==> config.mk <==
export PLATFORM = sky130hd
export DESIGN_NAME = pcm_word_decom
export DESIGN_NICKNAME = d
export VERILOG_FILES = /design/src/rtl/pcm_decom_pkg.sv /design/src/rtl/pcm_word_assembler.sv /design/src/rtl/pcm_word_justify.sv /design/src/rtl/pcm_out_queue.sv /design/src/rtl/pcm_word_decom.sv
export SDC_FILE = /design/constraint.sdc
export NUM_CORES = 2
export LEC_CHECK = 0
export BUFFER_PORTS_ARGS = -buffer_cell sky130_fd_sc_hd__clkbuf_2
export CAP_MARGIN = 20
export CORE_UTILIZATION = 40
export CTS_CLUSTER_SIZE = 28
export DETAILED_ROUTE_END_ITERATION = 10
export GPL_TIMING_DRIVEN = 0
export PLACE_DENSITY_LB_ADDON = 0.05
export SLEW_MARGIN = 5
export SYNTH_ARGS = -nofsm -noshare
export SYNTH_HDL_FRONTEND = slang
export SYNTH_HIERARCHICAL = 1
export SYNTH_SLANG_ARGS = --single-unit
==> constraint.sdc <==
create_clock -name clk -period 7.7 [get_ports clk]
set_clock_uncertainty 0.05 [all_clocks]
set_input_delay 0.385 -clock clk [delete_from_list [all_inputs] [get_ports clk]]
set_output_delay 0.385 -clock clk [all_outputs]
set_load 0.1 [all_outputs]
==> src/rtl/pcm_decom_pkg.sv <==
package pcm_decom_pkg;

   // Per-slot descriptor; packed order fixes the 9-bit encoding (eof is bit 8)
   typedef struct packed {
      logic       eof;
      logic       suppress;
      logic       left_just;
      logic       lsb_first;
      logic [4:0] len_m1;
   } word_prop_t;

   localparam int PROP_W = $bits(word_prop_t);
   localparam int WORD_W = 32;
   localparam int HALF_W = 16;

   // push slot order into the output queue (order is behaviour)
   localparam int SLOT_FLUSH = 0;
   localparam int SLOT_TIME_HI = 1;
   localparam int SLOT_TIME_LO = 2;
   localparam int SLOT_STATUS = 3;
   localparam int SLOT_DATA = 4;
   localparam int NUM_SLOTS = 5;

endpackage

==> src/rtl/pcm_word_assembler.sv <==
module pcm_word_assembler
   import pcm_decom_pkg::*;
#(
   parameter int NUM_WORDS = 16,
   localparam int ADDR_W = $clog2(NUM_WORDS)
) (
   input  logic                clk,
   input  logic                rst_n,
   input  logic                bit_valid,
   input  logic                bit_data,
   input  logic                frame_sync,
   input  word_prop_t          prop,
   output logic [ADDR_W-1:0]   slot_idx,
   output logic                frame_start,
   output logic                word_done,
   output logic [WORD_W-1:0]   word_val,
   output word_prop_t          word_prop
);

   localparam logic [ADDR_W-1:0] LAST_IDX = ADDR_W'(NUM_WORDS - 1);

   if (NUM_WORDS < 4) begin : g_bad_words
      $error("pcm_word_assembler: NUM_WORDS must be at least 4");
   end

   logic                in_frame;
   logic                restart_pend;
   logic [ADDR_W-1:0]   idx_q;
   logic [4:0]          cnt_q;
   logic [WORD_W-1:0]   acc_q;

   logic                take;
   logic                start_now;
   logic [ADDR_W-1:0]   cur_idx;
   logic [4:0]          cur_cnt;
   logic [WORD_W-1:0]   base;
   logic [WORD_W-1:0]   next_acc;
   logic                last_bit;
   logic                at_end;

   always_comb begin
      start_now = bit_valid & (frame_sync | (in_frame & restart_pend));
      take      = bit_valid & (frame_sync | in_frame);
      cur_idx   = start_now ? '0 : idx_q;
      cur_cnt   = start_now ? 5'd0 : cnt_q;
      base      = (cur_cnt == 5'd0) ? '0 : acc_q;
      if (prop.lsb_first)
         next_acc = base | (WORD_W'(bit_data) << cur_cnt);
      else
         next_acc = {base[WORD_W-2:0], bit_data};
      last_bit  = (cur_cnt == prop.len_m1);
      at_end    = prop.eof | (cur_idx == LAST_IDX);
   end

   always_ff @(posedge clk or negedge rst_n) begin
      if (!rst_n) begin
         in_frame     <= 1'b0;
         restart_pend <= 1'b0;
         idx_q        <= '0;
         cnt_q        <= '0;
         acc_q        <= '0;
      end else if (take) begin
         in_frame <= 1'b1;
         acc_q    <= next_acc;
         if (last_bit) begin
            cnt_q        <= '0;
            idx_q        <= at_end ? '0 : cur_idx + 1'b1;
            restart_pend <= at_end;
         end else begin
            cnt_q        <= cur_cnt + 5'd1;
            idx_q        <= cur_idx;
            restart_pend <= 1'b0;
         end
      end
   end

   assign slot_idx    = cur_idx;
   assign frame_start = start_now;
   assign word_done   = take & last_bit;
   assign word_val    = next_acc;
   assign word_prop   = prop;

   // nothing completes while hunting for the first sync
   a_r1_hunt_silent: assert property (@(posedge clk) disable iff (!rst_n)
      (!in_frame && !frame_sync) |-> !word_done);

   // a running bit count never reaches past the current slot length
   a_r2_count_in_len: assert property (@(posedge clk) disable iff (!rst_n)
      (bit_valid && in_frame && !start_now) |-> (cnt_q <= prop.len_m1));

   // an end-of-frame word returns the slot index to zero
   a_r8_eof_wraps: assert property (@(posedge clk) disable iff (!rst_n)
      (word_done && prop.eof) |=> (idx_q == '0 && restart_pend));

endmodule

==> src/rtl/pcm_word_justify.sv <==
module pcm_word_justify
   import pcm_decom_pkg::*;
(
   input  logic [WORD_W-1:0] val,
   input  logic [4:0]        len_m1,
   input  logic              left_just,
   input  logic              pack16,
   output logic [WORD_W-1:0] field
);

   logic [4:0]          sh32;
   logic [3:0]          sh16;
   logic [WORD_W-1:0]   j32;
   logic [HALF_W-1:0]   j16;

   always_comb begin
      sh32  = 5'd31 - len_m1;
      sh16  = 4'd15 - len_m1[3:0];
      j32   = left_just ? (val << sh32) : val;
      j16   = left_just ? (val[HALF_W-1:0] << sh16) : val[HALF_W-1:0];
      field = pack16 ? {{(WORD_W-HALF_W){1'b0}}, j16} : j32;
   end

endmodule

==> src/rtl/pcm_out_queue.sv <==
module pcm_out_queue
   import pcm_decom_pkg::*;
#(
   parameter int DEPTH  = 16,
   parameter int PUSHES = NUM_SLOTS,
   localparam int PW = $clog2(DEPTH),
   localparam int CW = $clog2(DEPTH + 1)
) (
   input  logic              clk,
   input  logic              rst_n,
   input  logic              push_v [PUSHES],
   input  logic [WORD_W-1:0] push_d [PUSHES],
   output logic              out_valid,
   output logic [WORD_W-1:0] out_data
);

   if ((DEPTH & (DEPTH - 1)) != 0 || DEPTH < 2) begin : g_bad_depth
      $error("pcm_out_queue: DEPTH must be a power of two, at least 2");
   end
   if (PUSHES > DEPTH) begin : g_bad_push
      $error("pcm_out_queue: PUSHES must not exceed DEPTH");
   end

   logic [WORD_W-1:0] mem [DEPTH];
   logic [PW-1:0]     wr_ptr;
   logic [PW-1:0]     rd_ptr;
   logic [CW-1:0]     count;
   logic [CW-1:0]     off [PUSHES+1];
   logic              pop;

   // running offset of each accepted push within this cycle
   always_comb begin
      off[0] = '0;
      for (int i = 0; i < PUSHES; i++)
         off[i+1] = off[i] + CW'(push_v[i]);
   end

   assign pop = (count != '0);

   always_ff @(posedge clk) begin
      for (int i = 0; i < PUSHES; i++)
         if (push_v[i]) mem[PW'(wr_ptr + PW'(off[i]))] <= push_d[i];
   end

   always_ff @(posedge clk or negedge rst_n) begin
      if (!rst_n) begin
         wr_ptr <= '0;
         rd_ptr <= '0;
         count  <= '0;
      end else begin
         wr_ptr <= PW'(wr_ptr + PW'(off[PUSHES]));
         rd_ptr <= rd_ptr + PW'(pop);
         count  <= count + off[PUSHES] - CW'(pop);
      end
   end

   assign out_valid = pop;
   assign out_data  = mem[rd_ptr];

   // the pushes of one cycle always fit in the space left
   a_r13_no_overflow: assert property (@(posedge clk) disable iff (!rst_n)
      (32'(count) + 32'(off[PUSHES])) <= (32'(DEPTH) + 32'(pop)));

   // a waiting word is always delivered on the next edge
   a_r13_drains: assert property (@(posedge clk) disable iff (!rst_n)
      (count != '0) |=> (rd_ptr == PW'($past(rd_ptr) + 1'b1)));

endmodule

==> src/rtl/pcm_word_decom.sv <==
module pcm_word_decom
   import pcm_decom_pkg::*;
#(
   parameter int NUM_WORDS   = 16,
   parameter int QUEUE_DEPTH = 16,
   parameter bit HAS_PACK16  = 1'b1,
   localparam int ADDR_W = $clog2(NUM_WORDS)
) (
   input  logic              clk,
   input  logic              rst_n,
   input  logic              pack16,
   input  logic              hdr_time_en,
   input  logic              hdr_stat_en,
   input  logic [63:0]       time_bcd,
   input  logic [15:0]       sync_status,
   input  logic              bit_valid,
   input  logic              bit_data,
   input  logic              frame_sync,
   output logic [ADDR_W-1:0] prop_addr,
   input  logic [8:0]        prop_data,
   output logic              out_valid,
   output logic [31:0]       out_data
);

   if (QUEUE_DEPTH < NUM_SLOTS) begin : g_bad_queue
      $error("pcm_word_decom: QUEUE_DEPTH must hold one cycle of pushes");
   end

   word_prop_t          prop_in;
   word_prop_t          wprop;
   logic                frame_start;
   logic                word_done;
   logic [WORD_W-1:0]   word_val;
   logic [WORD_W-1:0]   field;
   logic                mode16;
   logic                keep;
   logic                half_v;
   logic [HALF_W-1:0]   half_d;
   logic                half_after;
   logic [15:0]         stat_prev;
   logic [15:0]         frame_cnt;
   logic                push_v [NUM_SLOTS];
   logic [WORD_W-1:0]   push_d [NUM_SLOTS];

   assign prop_in = word_prop_t'(prop_data);

   pcm_word_assembler #(.NUM_WORDS(NUM_WORDS)) u_asm (
      .clk        (clk),
      .rst_n      (rst_n),
      .bit_valid  (bit_valid),
      .bit_data   (bit_data),
      .frame_sync (frame_sync),
      .prop       (prop_in),
      .slot_idx   (prop_addr),
      .frame_start(frame_start),
      .word_done  (word_done),
      .word_val   (word_val),
      .word_prop  (wprop)
   );

   pcm_word_justify u_just (
      .val      (word_val),
      .len_m1   (wprop.len_m1),
      .left_just(wprop.left_just),
      .pack16   (mode16),
      .field    (field)
   );

   assign keep = word_done & ~wprop.suppress;

   // half-word packer exists only when 16-bit packing is built in
   if (HAS_PACK16) begin : g_pack
      assign mode16     = pack16;
      assign half_after = frame_start ? 1'b0 : half_v;

      always_ff @(posedge clk or negedge rst_n) begin
         if (!rst_n) begin
            half_v <= 1'b0;
            half_d <= '0;
         end else if (keep && mode16) begin
            half_v <= ~half_after;
            if (!half_after) half_d <= field[HALF_W-1:0];
         end else if (frame_start) begin
            half_v <= 1'b0;
         end
      end

      // a packed word never carries more than 16 bits
      a_r5_len_fits_half: assert property (@(posedge clk) disable iff (!rst_n)
         (word_done && mode16) |-> (wprop.len_m1 < 5'd16));

      // after a frame start no stale half is left over
      a_r6_start_clears_half: assert property (@(posedge clk) disable iff (!rst_n)
         frame_start |=> (!half_v || $past(keep && mode16)));
   end else begin : g_nopack
      assign mode16     = 1'b0;
      assign half_after = 1'b0;
      assign half_v     = 1'b0;
      assign half_d     = '0;
   end

   // header state: status of the previous frame and frames started so far
   always_ff @(posedge clk or negedge rst_n) begin
      if (!rst_n) begin
         stat_prev <= '0;
         frame_cnt <= '0;
      end else if (frame_start) begin
         stat_prev <= sync_status;
         frame_cnt <= frame_cnt + 16'd1;
      end
   end

   // push list in output order: flush, time hi, time lo, status, data
   always_comb begin
      push_v[SLOT_FLUSH]   = frame_start & half_v;
      push_d[SLOT_FLUSH]   = {half_d, {HALF_W{1'b0}}};
      push_v[SLOT_TIME_HI] = frame_start & hdr_time_en;
      push_d[SLOT_TIME_HI] = time_bcd[63:32];
      push_v[SLOT_TIME_LO] = frame_start & hdr_time_en;
      push_d[SLOT_TIME_LO] = time_bcd[31:0];
      push_v[SLOT_STATUS]  = frame_start & hdr_stat_en;
      push_d[SLOT_STATUS]  = {stat_prev, frame_cnt};
      push_v[SLOT_DATA]    = keep & (mode16 ? half_after : 1'b1);
      push_d[SLOT_DATA]    = mode16 ? {half_d, field[HALF_W-1:0]} : field;
   end

   pcm_out_queue #(.DEPTH(QUEUE_DEPTH), .PUSHES(NUM_SLOTS)) u_q (
      .clk      (clk),
      .rst_n    (rst_n),
      .push_v   (push_v),
      .push_d   (push_d),
      .out_valid(out_valid),
      .out_data (out_data)
   );

   // the frame count advances by exactly one per frame start
   a_r11_count_steps: assert property (@(posedge clk) disable iff (!rst_n)
      frame_start |=> (frame_cnt == $past(frame_cnt) + 16'd1));

   // the count holds between frame starts
   a_r11_count_holds: assert property (@(posedge clk) disable iff (!rst_n)
      !frame_start |=> $stable(frame_cnt));

endmodule

Word-level counts from Yosys, hierarchy flattened --
Memories as Yosys holds them, arrays and structs flattened. Index checks and enable logic that the tools add are counted.
Storage, ports and cells: bits in latches 0, register bits after elaboration 105, RAM bits 512, bits in read-only memories 0, memories kept 1, logic and storage cells 77, input port bits 97, output and inout port bits 37
Memories:
- u_q.mem | words 16, width 32, rd ports 1, clocked after memory_dff 0, write ports 5, line pcm_out_queue.sv:24 | logic [WORD_W-1:0] mem [DEPTH];
Operators by class: add/sub/neg operators 17, eq/ne operators 2, mux-type cells 23, bitwise logic cells 15, $mul 0, reductions and logical operators 4, divide/modulo/power cells 0, $lt $le $gt $ge 0, shift operators 3
Operator list (count):
- 32-bit two-way mux | 5
- 32-bit OR | 1
- 1-bit by 5-bit left shift with 32-bit output | 1
- 32-bit by 5-bit left shift with 32-bit output | 1
- 16-bit by 1-bit adder with 16-bit output, second input constant | 1
- 4-bit adder | 4
- 16-bit two-way mux | 1
- 16-bit by 4-bit left shift with 16-bit output | 1
- 5-bit by 1-bit adder with 5-bit output | 3
- 1-bit two-way mux | 12
- 4-bit two-way mux | 3
- 5-bit two-way mux | 2
- 1-bit bitwise AND | 9
- 4-bit by 1-bit adder with 4-bit output | 2
- 5-bit by 1-bit adder with 5-bit output, second input constant | 1
- 5-bit adder | 1
- 5-bit equality test | 1
- 5-bit logical NOT | 1
- 5-bit nonzero test | 1
- 5-bit by 1-bit subtractor with 5-bit output | 1
- 5-bit subtractor, first input constant | 1
- 4-bit by 1-bit adder with 4-bit output, second input constant | 1
- 4-bit equality test, second input constant | 1
- 4-bit subtractor, first input constant | 1
- 5 further kinds | 8

Depth between registers and ports, before layout --
depth in word-level cells 12, gate-level depth with buffers 21

Cells and area by module --
Netlist, hierarchy kept.
Modules (own cells, without submodules):
- pcm_out_queue | sequential area each 15700.1 um^2, cells each 4222, instances 1, area each 43028.8 um^2
- pcm_word_assembler | sequential area each 1076.0 um^2, cells each 335, instances 1, area each 3075.4 um^2
- pcm_word_justify | sequential area each 0.0 um^2, cells each 269, instances 1, area each 2197.1 um^2
- pcm_word_decom | sequential area each 1226.2 um^2, cells each 159, instances 1, area each 2184.6 um^2

Least setup slack after synthesis --
OpenSTA, ideal clock, no wires.
path type flip-flop to flip-flop, start reg u_asm.in_frame, end mem u_q.mem[1][0], enable pin, setup time 0.632 ns, path buffers 5, path slack 1.404 ns, arrival 5.614 ns, data required time 7.018 ns, period minus slack after synthesis 6.296 ns, stages on the path, launching flop included 22, cells stage by stage dfrtp_1 -> a21o_4 -> nand2_1 -> inv_2 -> buf_4 -> buf_2 -> and2_1 -> fa_1 -> ha_1 -> ha_1 -> xor2_1 -> inv_1 -> ha_1 -> a21oi_1 -> nand2_1 -> xnor2_1 -> or3_1 -> clkbuf_1 -> nand2b_1 -> buf_4 -> buf_4 -> nand4b_1
RTL lines:
- start, declared | line pcm_word_assembler.sv:26 | logic in_frame;
- start signal, assigned | line pcm_word_assembler.sv:57 | in_frame <= 1'b0;
- start signal, assigned | line pcm_word_assembler.sv:63 | in_frame <= 1'b1;
- end, declared | line pcm_out_queue.sv:24

==> results.cfg <==
[floorplan]
io-pin-count = 134
start_util_pct = 40.6
die_y_um = 357
chipWidth_um = 357
coreArea_um2 = 124000
dieArea_um2 = 128000
std_cell_rows = 129

[finish]
final_cell_mix = 534 x mux2_2, 529 x mux2i_1, 512 x edfxtp_1, 495 x nor2_1, 397 x a21oi_1
area_growth_pct = 15.6
nFillCells = 11800
fin_util_pct = 46.9
final_area_um2 = 58300
seq_area_um2 = 18000
multi_input_area_um2 = 29800
mostFrequentLayoutCell = mux2_2
drive_gt1_share_pct = 24.7
finalNetCount = 5585

[routing]
postRouteAntennaNets = 0
wl_per_cell_um = 41.4
drt-pass1-iter-count = 9
vias_per_cell = 6.91
vias = 49500
drc = 0
drt-total-wl_mm = 297
drt_iter0_markers = 8354

[global_route]
grt_pass1_wl_mm = 392
overflow = 0
first_global_vias = 45000
grt_antenna_before_repair = 19
grt_max_degree = 64
track_usage_pct = 45.4

[place]
port_buffers = 128
placed_area_um2 = 55000
dp_hpwl_mm = 215
gp_congestion = 1.06

[hold_path]
hp-class = in -> reg
hold-path-cell-count = 3

[power_and_ir_drop]
power_mw = 16.0
leakage_nw = 24.0
power_density_nw_per_um2 = 274
peakVddDrop_mv = 0.351

[timing]
slew_headroom_pct = 8.45
fmax_ghz = 0.135
fin_crit_ns = 7.43
maxSlewViolCount = 0
rsz0062_at_grt = false
worst_pin_slew_ns = 1.37
setup_violations = 0
hold_violations = 0
min_period_over_period_pct = 96.5

[clocking]
clkLatencyLatePin_ns = 0.71
htreeDepth = 3
cts_tree = yes
numCtsBuffers = 80
clk_pin_slew_worst_paths_ns = 0.06
cts-root-buf = clkbuf_16
cts.sinks = 617
clock_path_buffers = 3

[critical_path]
start_kind = register
crit_fanout = 18
worstPathRequired_ns = 8.04
critPathCaptureType = register
criticalPathCategory = reg -> reg
r2r_cells = 21
worst_ep_arrival_time_ns = 7.77
reg2reg_slack_ns = 0.27

[synth]
syn_inst = 4983
syn_avg_cell_area_um2 = 10.1
syn_area_um2 = 50500
yosysWarnings = 6

[flow_run]
cap_viol_max_count = 0

[status]
status = finished, final reports clean
power by group:
part	internal [mW]	switching [mW]	total [mW]
Combinational	2.32	5.38	7.70
Sequential	4.03	0.290	4.32
Clock	2.35	1.64	3.98
Total	8.70	7.31	16.0
metal layers:
layer	vias to the layer above	wire, µm	GRT usage, %
met5	-	649	1.96
met4	32	19900	24.8
met3	967	44100	19.9
met2	4300	116000	61.3
met1	24400	116000	59.9
li1	19800	-	-
registers in the layout (all words and copies together) (netlist names):
signal / cells
frame_cnt: 16
half_d: 16
half_v: 1
stat_prev: 16
u_asm/acc_q: 32
u_asm/cnt_q: 5
u_asm/idx_q: 4
u_asm/in_frame: 1
u_asm/restart_pend: 1
u_q/count: 5
u_q/mem: 512
u_q/rd_ptr: 4
u_q/wr_ptr: 4
worst max-delay path, stage by stage (launching register included):
cell	delay, ns
dfrtp_1	0.43
a21o_4	0.23
nand2_1	0.10
inv_2	0.26
buf_4	0.48
and2_4	0.43
fa_1	0.51
ha_1	0.25
ha_1	0.25
xor2_1	0.25
inv_1	0.08
ha_1	0.38
a21oi_1	0.39
nand2_1	0.17
xor2_1	0.22
buf_2	0.25
nor3_4	0.66
buf_2	0.65
nor2_1	0.08
nand4_1	0.45
buf_6	0.29
buf_8	0.20
area by class of cell:
type	instances	share of cell area [%]
Antenna cell	12	0.0515
Buffer	622	4.87
Clock buffer	104	3.74
Clock inverter	44	0.922
Inverter	88	0.568
Multi-Input combinational cell	3766	51.1
Sequential cell	617	30.9
Tap cell	1637	3.51
Timing Repair Buffer	275	4.42
what timing repair did:
action                                  CTS  global route
pin swaps                                 2             0
hold buffers                             18             0
endpoints found under the setup margin  473           335
endpoints found under the hold margin    62             0
setup buffers                            12             1
gates resized for setup                   8             2
path summary, 6_finish.rpt:
check	from	to
worst max-delay path	u_asm/in_frame	u_q/mem[14][19]
worst min-delay path	time_bcd[11]	u_q/mem[12][11]
worst max register to register	u_asm/in_frame	u_q/mem[14][19]
worst min register to register	u_asm/acc_q[5]	u_asm/acc_q[5]
max in group asynchronous	rst_n	u_q/rd_ptr[1]
min in group asynchronous	rst_n	u_asm/cnt_q[0]
metrics by stage:
stage                     std cells  hold WS, ns  worst slack [ns]  setup TNS, ns
after global placement         6859        0.430             -3.66       -1454.16
after global routing           7156        0.115            0.0934              0
after detailed placement       6956        0.310             -1.22        -189.36
after floorplan                5094       0.0394              1.40              0
final                          7165        0.116             0.268              0
after CTS                      7134       0.0857            0.0333              0
No activity file was read; power rests on OpenSTA's default activity.
